--- src/rtl/wpc_pkg.sv ---
`timescale 1ns/1ps
// Shared definitions for the wiper and preset register controller.
// Assumes a 3-bit operation field; codes not listed are no-operations.
package wpc_pkg;
    typedef enum logic [2:0] {
        OP_RD_WIPER   = 3'd0,
        OP_WR_WIPER   = 3'd1,
        OP_RD_PRESET  = 3'd2,
        OP_WR_PRESET  = 3'd3,
        OP_LOAD_WIPER = 3'd4,
        OP_SAVE_WIPER = 3'd5
    } op_e;
endpackage

--- src/rtl/wpc_cmd_decode.sv ---
`timescale 1ns/1ps
// Command decoder: turns one command strobe into enables for the wiper,
// the store timer and the read mux. Assumes commands are ignored while busy
// and that a store command is dropped entirely when write protect is low.
module wpc_cmd_decode
    import wpc_pkg::*;
#(
    parameter int DATA_W = 10
) (
    input  logic              cmd_valid,
    input  logic [2:0]        cmd_op,
    input  logic [DATA_W-1:0] cmd_wdata,
    input  logic [DATA_W-1:0] wiper_q,
    input  logic              busy,
    input  logic              wp_n,
    output logic              wiper_ld,
    output logic              ld_from_preset,
    output logic              nv_start,
    output logic [DATA_W-1:0] nv_data,
    output logic              rd_wiper_sel,
    output logic              rd_preset_sel
);
    logic accept;

    assign accept = cmd_valid && !busy;

    // Decode the accepted operation into one-hot style enables.
    always_comb begin
        wiper_ld       = 1'b0;
        ld_from_preset = 1'b0;
        nv_start       = 1'b0;
        nv_data        = cmd_wdata;
        rd_wiper_sel   = 1'b0;
        rd_preset_sel  = 1'b0;
        if (accept) begin
            case (op_e'(cmd_op))
                OP_RD_WIPER:   rd_wiper_sel = 1'b1;
                OP_RD_PRESET:  rd_preset_sel = 1'b1;
                OP_WR_WIPER:   wiper_ld = 1'b1;
                OP_LOAD_WIPER: begin
                    wiper_ld       = 1'b1;
                    ld_from_preset = 1'b1;
                end
                OP_WR_PRESET:  nv_start = wp_n;
                OP_SAVE_WIPER: begin
                    nv_start = wp_n;
                    nv_data  = wiper_q;
                end
                default: ;
            endcase
        end
    end
endmodule

--- src/rtl/wpc_nv_timer.sv ---
`timescale 1ns/1ps
// Store-cycle timer: holds busy for exactly NV_CYCLES clocks after a start
// and pulses commit in the final busy cycle. Assumes NV_CYCLES >= 1 and
// that start only arrives while idle. Reset aborts a cycle without commit.
module wpc_nv_timer #(
    parameter int NV_CYCLES = 1000000
) (
    input  logic clk,
    input  logic rst_n,
    input  logic start,
    output logic busy,
    output logic commit
);
    localparam int CNT_W = $clog2(NV_CYCLES + 1);

    logic [CNT_W-1:0] cnt;

    // Load the full cycle count on start, then count down to zero.
    always_ff @(posedge clk) begin
        if (!rst_n) begin
            cnt <= '0;
        end else if (start) begin
            cnt <= CNT_W'(NV_CYCLES);
        end else if (cnt != '0) begin
            cnt <= cnt - CNT_W'(1);
        end
    end

    assign busy   = (cnt != '0);
    assign commit = rst_n && (cnt == CNT_W'(1));
endmodule

--- src/rtl/wpc_preset_bank.sv ---
`timescale 1ns/1ps
// Preset bank: N_PRESET registers that keep their contents through reset
// (power-up values come from PRESET_INIT). A store is captured as pending
// on start and written only at commit. Assumes one store in flight at a time.
module wpc_preset_bank #(
    parameter int DATA_W   = 10,
    parameter int N_PRESET = 4,
    parameter int IDX_W    = 2,
    parameter logic [N_PRESET*DATA_W-1:0] PRESET_INIT = '0
) (
    input  logic              clk,
    input  logic              nv_start,
    input  logic [IDX_W-1:0]  nv_idx,
    input  logic [DATA_W-1:0] nv_data,
    input  logic              commit,
    input  logic [IDX_W-1:0]  rd_idx,
    output logic [DATA_W-1:0] rd_val,
    output logic [DATA_W-1:0] p0
);
    logic [N_PRESET*DATA_W-1:0] flat;
    logic [IDX_W-1:0]           pend_idx;
    logic [DATA_W-1:0]          pend_data;

    // Capture the target and value of a store when it starts.
    always_ff @(posedge clk) begin
        if (nv_start) begin
            pend_idx  <= nv_idx;
            pend_data <= nv_data;
        end
    end

    for (genvar g = 0; g < N_PRESET; g++) begin : g_preset
        logic [DATA_W-1:0] q = PRESET_INIT[g*DATA_W +: DATA_W];

        // Write the pending value into this preset at commit.
        always_ff @(posedge clk) begin
            if (commit && (pend_idx == IDX_W'(g))) begin
                q <= pend_data;
            end
        end

        assign flat[g*DATA_W +: DATA_W] = q;
    end

    assign rd_val = flat[rd_idx*DATA_W +: DATA_W];
    assign p0     = flat[DATA_W-1:0];
endmodule

--- src/rtl/wpc_wiper_reg.sv ---
`timescale 1ns/1ps
// Volatile wiper register. During reset it reloads from the recall value
// (preset 0); otherwise it takes the load value when enabled.
module wpc_wiper_reg #(
    parameter int DATA_W = 10
) (
    input  logic              clk,
    input  logic              rst_n,
    input  logic [DATA_W-1:0] recall_val,
    input  logic              ld,
    input  logic [DATA_W-1:0] ld_val,
    output logic [DATA_W-1:0] q
);
    // Recall at reset, otherwise update on an accepted load.
    always_ff @(posedge clk) begin
        if (!rst_n) begin
            q <= recall_val;
        end else if (ld) begin
            q <= ld_val;
        end
    end
endmodule

--- src/rtl/wiper_preset_ctrl.sv ---
`timescale 1ns/1ps
// Wiper and preset register controller top. Executes decoded commands
// against one volatile wiper and a nonvolatile-style preset bank with a
// timed store cycle, gated by write protect, with recall of preset 0 at reset.
// Assumes one command per strobe cycle from an upstream decoder.
module wiper_preset_ctrl #(
    parameter int DATA_W    = 10,
    parameter int N_PRESET  = 4,
    parameter int NV_CYCLES = 1000000,
    parameter logic [N_PRESET*DATA_W-1:0] PRESET_INIT = '0,
    localparam int IDX_W    = $clog2(N_PRESET)
) (
    input  logic              clk,
    input  logic              rst_n,
    input  logic              cmd_valid,
    input  logic [2:0]        cmd_op,
    input  logic [IDX_W-1:0]  cmd_idx,
    input  logic [DATA_W-1:0] cmd_wdata,
    input  logic              wp_n,
    output logic [DATA_W-1:0] rd_data,
    output logic              busy,
    output logic [DATA_W-1:0] wiper_code
);
    logic              wiper_ld;
    logic              ld_from_preset;
    logic              nv_start;
    logic [DATA_W-1:0] nv_data;
    logic              rd_wiper_sel;
    logic              rd_preset_sel;
    logic              commit;
    logic [DATA_W-1:0] preset_rd;
    logic [DATA_W-1:0] preset0;
    logic [DATA_W-1:0] ld_val;

    wpc_cmd_decode #(.DATA_W(DATA_W)) u_dec (
        .cmd_valid      (cmd_valid),
        .cmd_op         (cmd_op),
        .cmd_wdata      (cmd_wdata),
        .wiper_q        (wiper_code),
        .busy           (busy),
        .wp_n           (wp_n),
        .wiper_ld       (wiper_ld),
        .ld_from_preset (ld_from_preset),
        .nv_start       (nv_start),
        .nv_data        (nv_data),
        .rd_wiper_sel   (rd_wiper_sel),
        .rd_preset_sel  (rd_preset_sel)
    );

    wpc_nv_timer #(.NV_CYCLES(NV_CYCLES)) u_tmr (
        .clk    (clk),
        .rst_n  (rst_n),
        .start  (nv_start),
        .busy   (busy),
        .commit (commit)
    );

    wpc_preset_bank #(
        .DATA_W      (DATA_W),
        .N_PRESET    (N_PRESET),
        .IDX_W       (IDX_W),
        .PRESET_INIT (PRESET_INIT)
    ) u_bank (
        .clk      (clk),
        .nv_start (nv_start),
        .nv_idx   (cmd_idx),
        .nv_data  (nv_data),
        .commit   (commit),
        .rd_idx   (cmd_idx),
        .rd_val   (preset_rd),
        .p0       (preset0)
    );

    assign ld_val = ld_from_preset ? preset_rd : cmd_wdata;

    wpc_wiper_reg #(.DATA_W(DATA_W)) u_wiper (
        .clk        (clk),
        .rst_n      (rst_n),
        .recall_val (preset0),
        .ld         (wiper_ld),
        .ld_val     (ld_val),
        .q          (wiper_code)
    );

    // Select the read source for the current command.
    always_comb begin
        if (rd_wiper_sel) begin
            rd_data = wiper_code;
        end else if (rd_preset_sel) begin
            rd_data = preset_rd;
        end else begin
            rd_data = '0;
        end
    end
endmodule

--- config.mk ---
export PLATFORM = sky130hd
export DESIGN_NAME = wiper_preset_ctrl
export DESIGN_NICKNAME = d
export VERILOG_FILES = /design/src/rtl/wpc_pkg.sv /design/src/rtl/wpc_cmd_decode.sv /design/src/rtl/wpc_nv_timer.sv /design/src/rtl/wpc_preset_bank.sv /design/src/rtl/wpc_wiper_reg.sv /design/src/rtl/wiper_preset_ctrl.sv
export SDC_FILE = /design/constraint.sdc
export NUM_CORES = 1
export LEC_CHECK = 0
export BUFFER_PORTS_ARGS = -buffer_cell sky130_fd_sc_hd__buf_2
export CAP_MARGIN = 20
export CORE_MARGIN = 3
export CORE_UTILIZATION = 40
export DETAILED_ROUTE_END_ITERATION = 10
export PLACE_DENSITY = 0.66
export REMOVE_ABC_BUFFERS = 1
export SYNTH_ARGS = -nofsm -noshare
export SYNTH_HDL_FRONTEND = slang
export SYNTH_SLANG_ARGS = --single-unit
--- constraint.sdc ---
create_clock -name clk -period 3.58 [get_ports clk]
set_input_delay 0.358 -clock clk [delete_from_list [all_inputs] [get_ports clk]]
set_output_delay 0.358 -clock clk [all_outputs]
set_load 0.005 [all_outputs]
==> results.cfg, run 1 <==
[yosys]
synth_top_family_by_area = simple AND/OR/NAND/NOR gates
synth_fa_ha_area_share_pct = 0.6517
seq_area_frac_synth_pct = 58.91
yosys.area_share.simple_pct = 15.67
synth_xor_area_share_pct = 2.965
synth_top_flop_cell = edfxtp_1
synthMuxAreaShare_pct = 14.27
synth_compound_area_share_pct = 5.539
synth_area_per_cell_sq_um = 13.57
ys_ff_latch = 82
syn-cell-area_sq_um = 3840
synth.area.top_cells = edfxtp_1 (48%), dfxtp_1 (10%), mux4_2 (5.9%)
ys_warn_count = 0
yosysTopAreaCell = edfxtp_1
yosysUniqueCellTypes = 47
synth_edf_count = 62
async_reset_ff_share_pct = 0
synth.most_common_cell = edfxtp_1
synth_top_area_share_pct = 48.48
syn_inst = 283
yosys-top-cells-count = edfxtp_1 (62), nor2_1 (43), mux2i_1 (21)

[global_routing]
grt_overflow = 0
grt_pass1_vias = 2446
antenna_found_initial = 0
grt_pass1_wl_microns = 13210
track_usage_pct = 16.00
grt_start_max_net_pins = 27

[sta]
worst_pin_slew_ps = 667.5
layout_setup_ws_ps = 466.5
hold_violations = 0
clock.fmax_ghz = 0.3212
setup_tns_ps = 0
post-route-min-period_ps = 3113
finalCritPeriodShare_pct = 86.97
fin_skew_ps = 11.87
rsz0062_at_grt = false
setup_viol = 0
drv_slew = 0
fin_hold_ws_ps = 311.3
slew_headroom_pct = 55.50

[place]
place_ws_ps = 924.9
place_area_sq_um = 4245
dp_hpwl_microns = 5651
place_congestion = 0.7868
place.port_buffers = 39

[cells_and_area]
synthToLayoutAreaGrowth_pct = 15.80
regArea_sq_um = 2262
multi_input_area_sq_um = 1510
fin_area_sq_um = 4447
nets = 357
diodes = 0
layout-drive-gt1-share_pct = 32.55
fillers = 853

[critical_path]
cp-end-kind = output pin
cp_cell_sequence = nor3_1 -> and4_1 -> nand4_2 -> nor2_1 -> buf_2
required_ps = 3220
critPathKind = flop to output pin
cp.arrival_ps = 2760
critPathSlowestCell = and4_1
start_kind = flop
crit_fanout = 16
cp_slowest_stage_delay_ps = 720

[floorplan]
row_count = 35
coreArea_sq_um = 9284
initial_core_util_pct = 41.36
fp.dieW_microns = 104.0
dieArea_sq_um = 10810
die_h_microns = 104.0
io_pins = 40

[cts]
cts-hold-fix-buffers = 0
h-tree-depth = 3
cts_setup_buffers = 0
cts_resized = 0
clkTransAtPathRegs_ps = 90
cts_tree = done
cts-root-buf = clkbuf_8
clk_path_buf_depth = 2
cts_made_buffers = 9
insertion_delay_ps = 360
cts.sinks = 82

[drt]
wire_per_inst_microns = 17.68
via_per_inst = 5.249
ant_nets = 0
num_vias = 2467
first_pass_iters = 6
drt_iter0_markers = 100
wirelength_microns = 8309
drc = 0

[power]
p_leak_nw = 1.600
vdd_drop_max_v = 0.0003548
cellPowerDensity_nw_per_um2 = 705.9
power_w = 0.003139

[worst_hold_path]
hold_path_class = input port to flop

[outcome]
status = finished, final reports clean

[run]
cap_violations = 0
[area by class of cell]
cell class	count	share of cell area [%]
multi-input combinational	186	33.96
tap	129	3.630
clock inverter	6	1.660
inverter	5	0.4221
sequential	82	50.87
timing repair buffer	52	6.584
clock buffer	10	2.870
[worst max-delay path: cells and delay by family (launching register included)]
kind,cells,cell delay (ps)
buffers and inverters,1,150
DFF,1,340
and+or+nand+nor,4,1900
[placed cells by master, fill, tap and decap left out, types with 3 or more instances in the layout]
master / instances
and3_1: 3
xnor2_1: 11
clkbuf_8: 9
a21oi_1: 19
dfxtp_1: 20
a2111oi_2: 3
nand2_1: 10
mux2_2: 10
inv_1: 5
a211oi_1: 4
clkinv_4: 3
mux2i_1: 21
nor3_1: 10
nor2_1: 43
buf_4: 13
mux4_2: 10
nor3_2: 4
nand4_1: 3
edfxtp_1: 62
buf_2: 39
[path summary, 6_finish.rpt]
check	from	slack [ps]	cells after the start	end
min reg2reg	u_bank.pend_data[3]	510	0	u_bank.p0[3]
max reg2reg	u_tmr.cnt[14]	880	5	u_bank.pend_data[2]
max	u_tmr.cnt[14]	470	5	rd_data[2]
min	cmd_wdata[7]	310	2	u_bank.pend_data[7]
[where the power goes]
group / switching [W] / internal [W] / total [W]
sequential: 0.000138 / 0.00114 / 0.00127
clock: 0.000359 / 0.000331 / 0.000690
combinational: 0.000702 / 0.000473 / 0.00118
[registers in the layout (all words and copies together) (netlist names)]
signal and flops:
u_wiper.q 10, u_bank.pend_idx 2, u_tmr.cnt 20, u_bank.pend_data 10, u_bank.p0 10, u_bank.g_preset.q 30
[logic make-up after synthesis]
family                   count (synthesis)
AND/OR/NAND/NOR                         98
adder cells (fa/ha/maj)                  2
multiplexers                            41
AO/OA/AOI/OAI                           32
buffers and inverters                   15
XOR/XNOR                                13
flip-flops                              82
[per-stage QoR]
stage | util [%] | instances
finish | 47.90 | 470
global route | 47.90 | 470
CTS | 47.90 | 470
detailed placement | 45.73 | 454
global placement | 45.73 | 454
floorplan | - | 273
[layer usage]
| metal | vias up | global-route usage, % | share of wire [%] |
|---|---|---|---|
| li1 | 1176 | - | - |
| met1 | 1214 | 21.19 | 47 |
| met2 | 65 | 24.47 | 46 |
| met3 | 12 | 5.462 | 5.5 |
| met4 | 0 | 5.888 | 1.5 |
| met5 | - | 0 | 0 |
Power figures use the tool's default switching activity.
==> run 2: changes to the inputs <==
Settings changed: REMOVE_ABC_BUFFERS 1 to unset.
==> results.cfg, run 2 (synthesis results as in run 1) <==
[place]
dp_hpwl_microns = 5231
place_area_sq_um = 4192
dp_cells = 448
place.port_buffers = 39
place_congestion = 0.8103

[cells_and_area]
synthToLayoutAreaGrowth_pct = 14.24
layout-drive-gt1-share_pct = 31.64
fin_area_sq_um = 4387
final_util_pct = 47.25
diodes = 0
final_common_cell = edfxtp_1
largest_registers = u_bank.g_preset.q (30), u_tmr.cnt (20)
final_cell_mix = edfxtp_1 (62), nor2_1 (43), buf_2 (39)
nets = 351
regMostFlops = u_bank.g_preset.q
stdcell_count = 464
largest_register_ffs = 30

[run]
cap_violations = 0

[global_routing]
track_usage_pct = 15.06
use_met3_pct = 2.669
grt.busiest_layer = met2
antenna_found_initial = 0
grt_pass1_wl_microns = 12770
grt_start_max_net_pins = 27
grt_overflow = 0
grt_pass1_vias = 2445
grtUsageMet1_pct = 19.72
groute.layer.met2.usage_pct = 24.42

[drt]
num_vias = 2442
drt_iter0_markers = 124
wirelength_microns = 7790
ant_nets = 0
first_pass_iters = 4
via_per_inst = 5.263
wire_per_inst_microns = 16.79
drc = 0

[cts]
clkTransAtPathRegs_ps = 100
cts.sinks = 82
cts-hold-fix-buffers = 0
cts_resized = 0
insertion_delay_ps = 360
clk_path_buf_depth = 2
h-tree-depth = 3
cts-root-buf = clkbuf_8
cts_made_buffers = 9
cts_setup_buffers = 0
cts_tree = done

[critical_path]
crit_fanout = 16
cp-end-kind = output pin
critPathSlowestCell = and4_1
cp.arrival_ps = 2720
start_kind = flop
critPathKind = flop to output pin
crit_family = simple AND/OR/NAND/NOR gates
cp_cell_sequence = nor3_1 -> and4_1 -> nand4_2 -> nor2_1 -> buf_2
required_ps = 3220
crit_buf_inv = 1
cp_slowest_stage_delay_ps = 700

[sta]
setup_viol = 0
setup_tns_ps = 0
drv_slew = 0
finalCritPeriodShare_pct = 86.02
fin_hold_ws_ps = 310.1
worst_pin_slew_ps = 758.0
rsz0062_at_grt = false
hold_violations = 0
slew_headroom_pct = 49.08
clock.fmax_ghz = 0.3247
fin_skew_ps = 15.42
post-route-min-period_ps = 3080

[floorplan]
dieArea_sq_um = 10810
row_count = 35
fp.dieW_microns = 104.0
io_pins = 40
die_h_microns = 104.0
initial_core_util_pct = 41.36
coreArea_sq_um = 9284

[power]
p_leak_nw = 1.559
vdd_drop_max_v = 0.0003482
cellPowerDensity_nw_per_um2 = 698.3

[worst_hold_path]
hold_path_class = input port to flop

[yosys]
syn-num-nets = 304

[outcome]
status = finished, final reports clean
-- run 2: routing by layer --
metal  vias up  part of all wire (%)
met3        15                   3.9
met1      1206                    44
met4         0                   2.2
met5         -                     0
li1       1168                     -
met2        53                    50
-- run 2: path summary, 6_finish.rpt --
path,start,to,slack [ps],cells after the start
max,u_tmr.cnt[14],rd_data[9],500,5
min,cmd_wdata[3],u_bank.pend_data[3],310,2
max reg2reg,u_tmr.cnt[14],u_bank.g_preset[2].q[9],850,6
min reg2reg,u_bank.pend_data[0],u_bank.g_preset[2].q[0],520,0
-- run 2: area by class of cell --
class | count | area [sq um]
tap | 129 | 161.4
clock buffer | 9 | 123.9
fill | 830 | 4897
timing repair buffer | 46 | 247.7
sequential | 82 | 2262
clock inverter | 7 | 71.32
inverter | 5 | 18.77
multi-input combinational | 186 | 1501
-- run 2: power breakdown --
group	total, W	internal (W)	switching, W
Sequential	0.00127	0.00114	0.000136
Combinational	0.00114	0.000457	0.000679
Clock	0.000656	0.000272	0.000384
Total	0.00306	0.00186	0.00120
-- run 2: stage by stage --
| step | power, W | worst slack [ps] |
|---|---|---|
| finish | 0.003063 | 500.3 |
| global route | 0.003268 | 307.3 |
| CTS | 0.003071 | 487.3 |
| detailed placement | 0.002416 | 893.5 |
| global placement | 0.002403 | 948.2 |
| floorplan | 0.002248 | 969.9 |
